$ cat src/rtl/flash_poll_pkg.sv
package flash_poll_pkg;

    typedef enum logic [1:0] {
        OP_PROG = 2'd0,
        OP_SECT = 2'd1,
        OP_BANK = 2'd2,
        OP_NONE = 2'd3
    } op_e;

    typedef enum logic [2:0] {
        ST_IDLE,
        ST_CMD,
        ST_RD,
        ST_EVAL,
        ST_CHK_RD,
        ST_CHK_EVAL
    } st_e;

    localparam logic [7:0] ERASED_BYTE = 8'hFF;
    localparam logic [2:0] PROG_LAST   = 3'd3;
    localparam logic [2:0] ERASE_LAST  = 3'd5;

endpackage

$ cat src/rtl/fpoll_cmd_rom.sv
module fpoll_cmd_rom
    import flash_poll_pkg::*;
#(
    parameter int unsigned AW = 18
) (
    input  op_e           op,
    input  logic [2:0]    idx,
    input  logic [AW-1:0] tgt,
    input  logic [7:0]    wd,
    output logic [AW-1:0] addr,
    output logic [7:0]    data,
    output logic          last
);
    localparam logic [AW-1:0] UNLOCK_A = AW'(16'h5555);
    localparam logic [AW-1:0] UNLOCK_B = AW'(16'h2AAA);

    always_comb begin
        addr = UNLOCK_A;
        data = 8'hAA;
        last = 1'b0;
        if (op == OP_PROG) begin
            unique case (idx)
                3'd0:    begin addr = UNLOCK_A; data = 8'hAA; end
                3'd1:    begin addr = UNLOCK_B; data = 8'h55; end
                3'd2:    begin addr = UNLOCK_A; data = 8'hA0; end
                default: begin addr = tgt;      data = wd;    end
            endcase
            last = (idx == PROG_LAST);
        end else begin
            unique case (idx)
                3'd0:    begin addr = UNLOCK_A; data = 8'hAA; end
                3'd1:    begin addr = UNLOCK_B; data = 8'h55; end
                3'd2:    begin addr = UNLOCK_A; data = 8'h80; end
                3'd3:    begin addr = UNLOCK_A; data = 8'hAA; end
                3'd4:    begin addr = UNLOCK_B; data = 8'h55; end
                default: begin
                    addr = (op == OP_SECT) ? tgt : UNLOCK_A;
                    data = (op == OP_SECT) ? 8'h30 : 8'h10;
                end
            endcase
            last = (idx == ERASE_LAST);
        end
    end
endmodule

$ cat src/rtl/fpoll_status_eval.sv
module fpoll_status_eval (
    input  logic [7:0] rd,
    input  logic [7:0] exp_byte,
    input  logic       is_prog,
    input  logic       use_toggle,
    input  logic       prev6,
    input  logic       have_prev,
    output logic       status_ok,
    output logic       byte_ok
);
    always_comb begin
        if (use_toggle)   status_ok = have_prev && (rd[6] == prev6);
        else if (is_prog) status_ok = (rd[7] == exp_byte[7]);
        else              status_ok = rd[7];
        byte_ok = (rd == exp_byte);
    end
endmodule

$ cat src/rtl/fpoll_limit.sv
module fpoll_limit #(
    parameter int unsigned MAX_POLLS = 4096
) (
    input  logic clk,
    input  logic rst_n,
    input  logic clr,
    input  logic inc,
    output logic expired
);
    localparam int unsigned CW = $clog2(MAX_POLLS + 3) + 1;
    logic [CW-1:0] cnt_q;

    always_ff @(posedge clk or negedge rst_n) begin
        if (!rst_n)   cnt_q <= '0;
        else if (clr) cnt_q <= '0;
        else if (inc) cnt_q <= cnt_q + 1'b1;
    end

    assign expired = (cnt_q >= CW'(MAX_POLLS));

    AST_CNT_BOUND: assert property (@(posedge clk) disable iff (!rst_n)
        cnt_q <= CW'(MAX_POLLS + 2));
    AST_NO_WRAP: assert property (@(posedge clk) disable iff (!rst_n)
        (inc && !clr) |=> cnt_q != '0);
endmodule

$ cat src/rtl/flash_poll_ctrl.sv
module flash_poll_ctrl
    import flash_poll_pkg::*;
#(
    parameter int unsigned AW        = 18,
    parameter int unsigned MAX_POLLS = 4096
) (
    input  logic          clk,
    input  logic          rst_n,
    input  logic          start,
    input  logic [1:0]    op,
    input  logic          use_toggle,
    input  logic [AW-1:0] tgt_addr,
    input  logic [7:0]    wr_byte,
    output logic          busy,
    output logic          done,
    output logic          err,
    output logic          bus_wr,
    output logic          bus_rd,
    output logic [AW-1:0] bus_addr,
    output logic [7:0]    bus_wdata,
    input  logic [7:0]    bus_rdata
);
    st_e           st_q, st_d;
    op_e           op_q;
    logic [AW-1:0] tgt_q;
    logic [7:0]    wd_q, exp_q;
    logic          tog_q, prev6_q, have_prev_q, chk_q;
    logic [2:0]    idx_q;
    logic          done_q, err_q;

    logic [AW-1:0] rom_addr;
    logic [7:0]    rom_data;
    logic          rom_last, status_ok, byte_ok, expired;
    logic          accept, judging;

    assign accept  = (st_q == ST_IDLE) && start && (op_e'(op) != OP_NONE);
    assign judging = (st_q == ST_EVAL) || (st_q == ST_CHK_EVAL);

    fpoll_cmd_rom #(.AW(AW)) u_rom (
        .op(op_q), .idx(idx_q), .tgt(tgt_q), .wd(wd_q),
        .addr(rom_addr), .data(rom_data), .last(rom_last)
    );

    fpoll_status_eval u_eval (
        .rd(bus_rdata), .exp_byte(exp_q), .is_prog(op_q == OP_PROG),
        .use_toggle(tog_q), .prev6(prev6_q), .have_prev(have_prev_q),
        .status_ok(status_ok), .byte_ok(byte_ok)
    );

    fpoll_limit #(.MAX_POLLS(MAX_POLLS)) u_limit (
        .clk(clk), .rst_n(rst_n), .clr(accept), .inc(bus_rd),
        .expired(expired)
    );

    // next-state
    always_comb begin
        st_d = st_q;
        unique case (st_q)
            ST_IDLE:   if (accept) st_d = ST_CMD;
            ST_CMD:    if (rom_last) st_d = ST_RD;
            ST_RD:     st_d = ST_EVAL;
            ST_EVAL: begin
                if (status_ok)    st_d = ST_CHK_RD;
                else if (expired) st_d = ST_IDLE;
                else              st_d = ST_RD;
            end
            ST_CHK_RD: st_d = ST_CHK_EVAL;
            ST_CHK_EVAL: begin
                if (status_ok && byte_ok) st_d = chk_q ? ST_IDLE : ST_CHK_RD;
                else if (expired)         st_d = ST_IDLE;
                else                      st_d = ST_RD;
            end
            default:   st_d = ST_IDLE;
        endcase
    end

    // state and context registers
    always_ff @(posedge clk or negedge rst_n) begin
        if (!rst_n) begin
            st_q        <= ST_IDLE;
            op_q        <= OP_PROG;
            tgt_q       <= '0;
            wd_q        <= '0;
            exp_q       <= '0;
            tog_q       <= 1'b0;
            prev6_q     <= 1'b0;
            have_prev_q <= 1'b0;
            chk_q       <= 1'b0;
            idx_q       <= '0;
            done_q      <= 1'b0;
            err_q       <= 1'b0;
        end else begin
            st_q   <= st_d;
            done_q <= (st_q == ST_CHK_EVAL) && status_ok && byte_ok && chk_q;
            err_q  <= judging && (st_d == ST_IDLE)
                      && !((st_q == ST_CHK_EVAL) && status_ok && byte_ok);
            if (accept) begin
                op_q        <= op_e'(op);
                tgt_q       <= tgt_addr;
                wd_q        <= wr_byte;
                exp_q       <= (op_e'(op) == OP_PROG) ? wr_byte : ERASED_BYTE;
                tog_q       <= use_toggle;
                have_prev_q <= 1'b0;
                idx_q       <= '0;
            end
            if (st_q == ST_CMD) idx_q <= idx_q + 1'b1;
            if (judging) begin
                prev6_q     <= bus_rdata[6];
                have_prev_q <= 1'b1;
            end
            if (st_q == ST_EVAL)          chk_q <= 1'b0;
            else if (st_q == ST_CHK_EVAL) chk_q <= 1'b1;
        end
    end

    // outputs
    always_comb begin
        busy      = (st_q != ST_IDLE);
        done      = done_q;
        err       = err_q;
        bus_wr    = (st_q == ST_CMD);
        bus_rd    = (st_q == ST_RD) || (st_q == ST_CHK_RD);
        bus_addr  = (st_q == ST_CMD) ? rom_addr : tgt_q;
        bus_wdata = (st_q == ST_CMD) ? rom_data : 8'h00;
    end

    AST_ONE_STROBE: assert property (@(posedge clk) disable iff (!rst_n)
        !(bus_wr && bus_rd));
    AST_PULSE_EXCL: assert property (@(posedge clk) disable iff (!rst_n)
        !(done && err));
    AST_DONE_IDLE: assert property (@(posedge clk) disable iff (!rst_n)
        (done || err) |-> !busy);
    AST_DONE_PULSE: assert property (@(posedge clk) disable iff (!rst_n)
        done |=> !done);
    AST_RD_TARGET: assert property (@(posedge clk) disable iff (!rst_n)
        bus_rd |-> (bus_addr == tgt_q));
    AST_CTX_HOLD: assert property (@(posedge clk) disable iff (!rst_n)
        busy |=> $stable(tgt_q));
    AST_ERR_LIMIT: assert property (@(posedge clk) disable iff (!rst_n)
        err |-> expired);
endmodule

$ cat config.mk
export PLATFORM = sky130hd
export DESIGN_NAME = flash_poll_ctrl
export DESIGN_NICKNAME = d
export VERILOG_FILES = /design/src/rtl/flash_poll_pkg.sv /design/src/rtl/fpoll_cmd_rom.sv /design/src/rtl/fpoll_status_eval.sv /design/src/rtl/fpoll_limit.sv /design/src/rtl/flash_poll_ctrl.sv
export SDC_FILE = /design/constraint.sdc
export NUM_CORES = 1
export LEC_CHECK = 0
export ABC_AREA = 1
export BUFFER_PORTS_ARGS = -buffer_cell sky130_fd_sc_hd__buf_2
export CORE_MARGIN = 2
export CORE_UTILIZATION = 42
export DETAILED_ROUTE_END_ITERATION = 10
export PLACE_DENSITY = 0.63
export SETUP_SLACK_MARGIN = 0.02
export SLEW_MARGIN = 15
export SYNTH_ARGS = -nofsm -noshare
export SYNTH_HDL_FRONTEND = slang
export SYNTH_SLANG_ARGS = --single-unit
$ cat constraint.sdc
create_clock -name clk -period 1.6 [get_ports clk]
set_clock_uncertainty 0.15 [all_clocks]
set_input_delay 0.08 -clock clk [delete_from_list [all_inputs] [get_ports clk]]
set_output_delay 0.08 -clock clk [all_outputs]
set_load 0.02 [all_outputs]
==> run metrics, run 1 <==
number of DRC markers after the initial detailed-route iteration=287; filler cell count in the final layout=443; number of non-filler instances in the completed layout=760; aggregate global-route resource usage=26.95%; count of pins over their slew limit=0; share of final-layout standard cells stronger than drive strength 1=55.17%; time the worst path needs with I/O delays and setup=2319 ps; Worst Setup Path Type=reg -> out; via total after detailed routing=4106; failing checks=setup timing; worst-path maximum fanout=4; average cell area after synthesis=7.460 µm²; result of the run=complete, but fails checks; number of antenna repair diodes=0; Netlist Area Pre-Place=3395 µm²; post-synthesis sequential area ratio=45.71%; synth unique cells=30; hold violation total from the final report=0; Die Width=93.90 µm; Post-route DRC=0; area enclosed by the die boundary=8817 µm²; clock latency of the later-clocked register in the worst-skew pair=340 ps; clock-pin slew of the registers on the worst-case setup and hold paths=70 ps; drt total wl=14240 µm; relative max-transition margin=68.42%; row count=32; unrepaired setup endpoints after global routing=true; CP required=1370 ps; first-pass GRT wire length=18420 µm; total number of yosys warnings=0; nature of the critical path startpoint=register; boundary pin count=71; Max clock buf depth=2; CTS sink cnt=62; depth of the CTS H-tree=3; final-stage net count=700; input/output buffers=70; arrival time at the worst endpoint=2090 ps; DR WL/cell=18.73 µm; y dimension of the die=93.90 µm; per-cell via count in the routed design=5.403; number of instances in the synthesized netlist=455; final setup margin=-718.6 ps; power per cell area=2150 nW/µm²; total of endpoints with negative setup slack in the final report=88; area grow syn2layout=87.69%; flops & latches, synth=62; Setup Slack @ Placement=-345.5 ps; Core Area=7767 µm²; crit end category=output pin; type of the tightest min-delay check=in -> reg; clock buffers created by TritonCTS=9; worst hold slack after final layout=25.67 ps; Root Driver=clkbuf_8; max-capacitance violation count=0; Final Cycle Share=144.9%; GRT overflow=0; Net Count, Synth=501; total placed cells including tap cells=676; pin count of the biggest net entering global routing=63; number of global-route vias before repair=3886; VDD IR max=1.343 mV; drt first pass iters=5; remaining number of nets flagged by the antenna check after routing=0; placed wire-length estimate after detailed placement=6697 µm; maximum achievable frequency=0.4313 GHz; starting density of the core=43.70%; gpl congestion=0.9152; Pleak=3.092 nW; CTS tree=built; Slew @ Worst Pin=470.0 ps; antenna violations before repair=0
-- repair_timing --
item                       4_1_cts  5_1_grt
gates cloned                     4        1
resized for setup              189      132
pin swaps                       27       37
hold buffers                    31        0
setup buffers                   24       14
setup endpoints to repair       72       89
hold endpoints to repair        98        0
-- state kept, by name, indices dropped and copies added, names as in the netlist --
name	flops
chk_q	1
done	1
err	1
exp_q	8
have_prev_q	1
idx_q	3
op_q	2
prev6_q	1
st_q	3
tgt_q	18
tog_q	1
u_limit.cnt_q	14
wd_q	8
-- power by group --
group / leakage [nW] / total, mW / switching, mW / internal, mW
clock network: 0.0952 / 1.39 / 0.640 / 0.749
logic: 2.24 / 9.70 / 5.22 / 4.48
registers: 0.753 / 2.61 / 0.478 / 2.13
total: 3.09 / 13.7 / 6.34 / 7.36
-- through the flow --
| step | utilization, % | setup TNS [ps] | area [µm²] | power, mW |
|---|---|---|---|---|
| 2_1_floorplan | - | -1640 | 3492 | 5.822 |
| 3_3_place_gp | 56.88 | -7015 | 4418 | 8.046 |
| 3_5_place_dp | 56.88 | -8630 | 4418 | 8.157 |
| 4_1_cts | 75.10 | -19340 | 5833 | 11.81 |
| 5_1_grt | 82.02 | -31150 | 6371 | 14.27 |
| 6_report | 82.02 | -27950 | 6371 | 13.70 |
-- layer usage --
layer	track usage [%]	routed length, µm
met5	0	0
met1	31.78	5305
met4	6.884	779
met2	50.24	7295
met3	4.735	855
-- cell type report --
| class | count | area, µm² | share of cell area [%] |
|---|---|---|---|
| clock buffer | 11 | 141.4 | 2.219 |
| clock inverter | 4 | 47.55 | 0.7463 |
| inverter | 63 | 281.5 | 4.419 |
| multi-input combinational | 321 | 2371 | 37.22 |
| sequential | 62 | 1555 | 24.41 |
| tap | 102 | 127.6 | 2.003 |
| timing repair buffer | 197 | 1847 | 28.99 |
-- cell usage in the layout (no fill, tap or decap), types with 2 or more instances in the layout --
cell and instances:
inv_2 9, nand3_4 5, inv_1 44, buf_2 42, nor3_1 9, o21ai_1 11, o21ai_2 9, nand2_4 27
o211ai_1 2, buf_12 10, o21ai_4 2, nor2_2 9, nand2_1 91, ha_2 2, buf_16 2, buf_6 40
nand2_2 37, inv_4 6, a21oi_2 18, nand3_2 10, buf_8 6, dfrtp_1 59, clkbuf_16 2, clkinv_2 2
dfrtp_2 3, buf_4 64, nor2_4 19, a21oi_1 4, o21ai_0 2, clkbuf_8 10, a22oi_2 8, dlygate4sd3_1 31
nor2_1 12, xor2_1 2, nand3_1 12, nand2_8 2, ha_4 3, nand4_1 13, nor3_2 2
-- synthesized netlist by cell type, drive strengths merged --
master | n | area share, %
nand3 | 26 | 4.3
nor3 | 11 | 1.6
a2bb2oi | 1 | 0.26
nand2 | 157 | 18
o22ai | 1 | 0.18
xor2 | 2 | 0.52
ha | 6 | 2.2
nand4 | 14 | 2.8
a22oi | 8 | 1.8
a21boi | 1 | 0.22
dfrtp | 62 | 46
a21oi | 23 | 3.4
o211ai | 3 | 1.1
a31oi | 2 | 0.37
xnor2 | 1 | 0.26
o21ai | 24 | 3.6
buf | 10 | 2.3
nor2 | 40 | 4.9
inv | 63 | 7.0
-- cells by family after synthesis --
| family | synth area share [%] |
|---|---|
| simple gates | 31.11 |
| buf+inv | 9.288 |
| compound gates | 10.91 |
| flops | 45.71 |
| fa+ha+maj | 2.212 |
| xor+xnor | 0.7742 |
-- path summary, 6_finish.rpt --
| path | startpoint | endpoint | slack, ps | cells past startpoint |
|---|---|---|---|---|
| worst max-delay path | idx_q[0] | bus_wdata[4] | -720 | 11 |
| min in group asynchronous | rst_n | wd_q[3] | 110 | 3 |
| worst max register to register | st_q[2] | u_limit.cnt_q[13] | -280 | 9 |
| worst min-delay path | op[0] | op_q[0] | 30 | 4 |
| worst min register to register | tgt_q[11] | tgt_q[11] | 330 | 2 |
| max in group asynchronous | rst_n | idx_q[1] | 870 | 3 |
-- worst max-delay path, cell delays in order (launching register included) --
cell     delay, ps
dfrtp_2        450
inv_4           80
ha_4           180
nand2_4         70
nand2_4         80
nor2_4         110
inv_2           70
buf_4          150
o21ai_1        200
nand2_1        120
nand2_2         90
buf_4          140
No activity file was read; power rests on OpenSTA's default activity.
==> inputs of run 2 (changes only) <==
--- a/config.mk
+++ b/config.mk
@@ -10,9 +10,10 @@
 export CORE_MARGIN = 2
 export CORE_UTILIZATION = 42
 export DETAILED_ROUTE_END_ITERATION = 10
-export PLACE_DENSITY = 0.63
+export PLACE_DENSITY = 0.62
 export SETUP_SLACK_MARGIN = 0.02
 export SLEW_MARGIN = 15
 export SYNTH_ARGS = -nofsm -noshare
 export SYNTH_HDL_FRONTEND = slang
+export SYNTH_HIERARCHICAL = 1
 export SYNTH_SLANG_ARGS = --single-unit
==> run 2 against run 1 <==
- the flow still finishes with violations (setup timing)
- sequential power increased by 7%
- register-to-register slack improved by 30 ps
- global-route usage decreased by 5.5 points
==> run metrics, run 2 <==
final-stage net count=824 (+18%); Worst Setup Path Type=reg -> out; share of power burned in registers=19.1% (about the same); aggregate global-route resource usage=21.41% (-5.5 points); leading cell type in the layout, fill and taps excluded=nand2_1; pin count of the biggest net entering global routing=63 (unchanged); antenna violations before repair=0 (unchanged); nature of the critical path startpoint=register; gpl congestion=0.8256 (-9.8%); cell breakdown of the critical path=nor2_4 -> nor2_4 -> nand2_2 -> nand2_2 -> inv_2 -> nor2_1 -> nand2_1 -> o21ai_1 -> buf_4; fraction of registers with async set or reset after synthesis=100.0% (unchanged); filler cell count in the final layout=740 (+67%); GRT overflow=0 (unchanged); Hold Crit Start=start; result of the run=complete, but fails checks; Final Cycle Share=127.9% (-17 points); remaining number of nets flagged by the antenna check after routing=0 (unchanged); Root Driver=clkbuf_8; Slowest-stage cell, CP=dfrtp_2; failing checks=setup timing; input/output buffers=70 (unchanged); starting density of the core=42.97% (-0.73 points); boundary pin count=71 (unchanged); max-capacitance violation count=0 (unchanged); drt first pass iters=4 (-1); area enclosed by the die boundary=10720 µm² (+22%); CP required=1370 ps (about the same); Core Area=9684 µm² (+25%); arrival time at the worst endpoint=1820 ps (-270 ps); number of instances in the synthesized netlist=605 (+33%); depth of the CTS H-tree=3 (unchanged); fraction of power consumed by the clock network=9.4% (-0.7 points); DR WL/cell=14.41 µm (-23%); placed wire-length estimate after detailed placement=6986 µm (+4.3%); drt total wl=13260 µm (-6.9%); area grow syn2layout=61.64%; switching power=6.927 mW (+9.3%); Worst Reg-to-Reg Cells=13 (+4); relative max-transition margin=76.78% (+8.4 points); power per cell area=2172 nW/µm² (+1.0%); Max clock buf depth=2 (unchanged); row count=36 (+13%); register name with the most flops=tgt_q; CTS sink cnt=62 (unchanged); per-cell via count in the routed design=4.938 (-8.6%); total number of yosys warnings=6 (+6); Top FF cell, synth=dfrtp_1; Post-route DRC=0 (unchanged); time the worst path needs with I/O delays and setup=2046 ps (-272.7 ps); final setup margin=-445.9 ps (+272.7 ps); fraction of synthesized cell area taken by the top area cell type=37.28% (-8.4 points); y dimension of the die=103.5 µm (+10%); average cell area after synthesis=6.878 µm² (-7.8%); clock-pin slew of the registers on the worst-case setup and hold paths=80 ps (about the same); total of endpoints with negative setup slack in the final report=69 (-22%); maximum achievable frequency=0.4888 GHz (+13%); Largest register FFs=18 (unchanged); most frequent cells after synthesis=nand2_1, nor2_1, inv_1; flops & latches, synth=62 (unchanged); Setup TNS Final=-13870 ps (+14080 ps); synth unique cells=34 (+13%); most used cells in the layout excluding fill and tap cells=nand2_1, nor2_1, inv_1, dfrtp_1, buf_6; Netlist Area Pre-Place=4161 µm² (+23%); type of the tightest min-delay check=in -> reg; clock buffers created by TritonCTS=9 (unchanged); crit end category=output pin; Die Width=103.5 µm (+10%); worst hold path stage count=6 (+2); number of enable flip-flop cells after synthesis=0 (unchanged); number of antenna repair diodes=0 (unchanged); Hold EP=op_q[1]; cell with the most instances after synthesis=nand2_1; hold violation total from the final report=0 (unchanged); most area-consuming cells after synthesis=dfrtp_1, nand2_1, nor2_1; first-pass GRT wire length=18980 µm (+3.0%); via total after detailed routing=4543 (+11%); Post-Layout Inst Area=6726 µm² (+5.6%); worst-path maximum fanout=8 (+4); worst hold slack after final layout=100.1 ps (+74.45 ps); number of DRC markers after the initial detailed-route iteration=214 (-25%); biggest registers after layout=tgt_q (18), u_limit/cnt_q (14); post-synthesis sequential area ratio=37.28% (-8.4 points); Pleak=3.411 nW (+10%); number of global-route vias before repair=4211 (+8.4%); CTS tree=built; fraction of power consumed by combinational cells=71.5% (+0.7 points); clock latency of the later-clocked register in the worst-skew pair=350 ps (about the same); switching power as a share of total power=47.41% (+1.1 points); Pint=7.682 mW (+4.4%); count of pins over their slew limit=0 (unchanged); share of final-layout standard cells stronger than drive strength 1=45.62% (-9.6 points); startpoint of the worst register-to-register path=op_q[1]; Net Count, Synth=647 (+29%); DP Area=4812 µm² (+8.9%); R2R Path End=err; cell taking the most area after synthesis=dfrtp_1; unrepaired setup endpoints after global routing=true; R2R setup slack=-250 ps (+30 ps); VDD IR max=1.091 mV (-19%); Critical Path Max Stage Delay=460 ps (about the same); Setup Slack @ Placement=-147.6 ps (+197.8 ps); Slew @ Worst Pin=348.3 ps (-121.7 ps)
[run 2: changes by cell type in the layout (fill, tap and decap cells not counted), sizes merged, moves of 13 or more]
cell	before	now
buf	164	150
nand2	157	192
a21oi	23	10
nor2	40	110
inv	62	84
o21ai	24	61
[run 2: power by group through the flow]
stage                     Sequential, mW  Combinational, mW  Clock [mW]
after floorplan                     2.56               4.80           0
after global placement              2.65               6.44           0
after detailed placement            2.67               6.53           0
after CTS                           2.68               8.48        1.39
after global routing                2.86               11.1        1.46
final                               2.79               10.4        1.37
[run 2: cells by family (layout without fill, tap and decap cells)]
family / Yosys count / after routing / synth area share, %
fa+ha+maj: 2 / 2 / 0.6012
simple gates: 355 / 355 / 38.48
buf+inv: 108 / 290 / 11.91
compound gates: 76 / 76 / 11.30
xor+xnor: 2 / 2 / 0.4210
flops: 62 / 62 / 37.28
[run 2: routing by layer]
layer,part of all wire (%),track usage (%),vias to the layer above
li1,-,-,2232
met1,42,26.27,2171
met2,51,37.32,113
met3,4.3,4.909,27
met4,2.2,6.853,0
met5,0,0,-
[run 2: metrics by stage]
stage / cells / util, % / power [mW]
5_1_grt: 920 / 69.46 / 15.46
4_1_cts: 886 / 60.93 / 12.55
3_5_place_dp: 818 / 49.69 / 9.203
6_report: 920 / 69.46 / 14.61
3_3_place_gp: 818 / 49.69 / 9.083
2_1_floorplan: 605 / - / 7.368
[run 2: layout make-up]
type	count	area (µm²)	area share (%)
multi-input combinational	435	2618	38.91
timing repair buffer	186	1827	27.16
sequential	62	1559	23.18
inverter	86	361.6	5.376
tap	133	166.4	2.474
clock buffer	12	135.1	2.009
clock inverter	4	47.55	0.7068
timing repair inverter	2	12.51	0.1860
[run 2: worst max path at each step]
stage / startpoint / endpoint / depth (start not counted)
final: idx_q[0] / bus_addr[17] / 9
after global routing: idx_q[2] / bus_addr[7] / 9
after CTS: idx_q[0] / bus_addr[17] / 9
after detailed placement: st_q[0] / u_limit/cnt_q[6] / 12
after global placement: op_q[1] / err / 11
after floorplan: st_q[0] / u_limit/cnt_q[8] / 13
[run 2: critical path, delay by kind of cell (launching register included)]
family | cells | cell delay (ps)
simple gates | 6 | 680
flops | 1 | 460
buf+inv | 2 | 220
compound gates | 1 | 90
[run 2: what timing repair did]
action | in CTS | in global routing
gates resized for setup | 130 | 165
buffers inserted | 18 | 24
hold buffers | 31 | 0
gates cloned | 4 | 11
hold endpoints to repair | 100 | 0
setup endpoints to repair | 51 | 87
pin swaps | 26 | 54
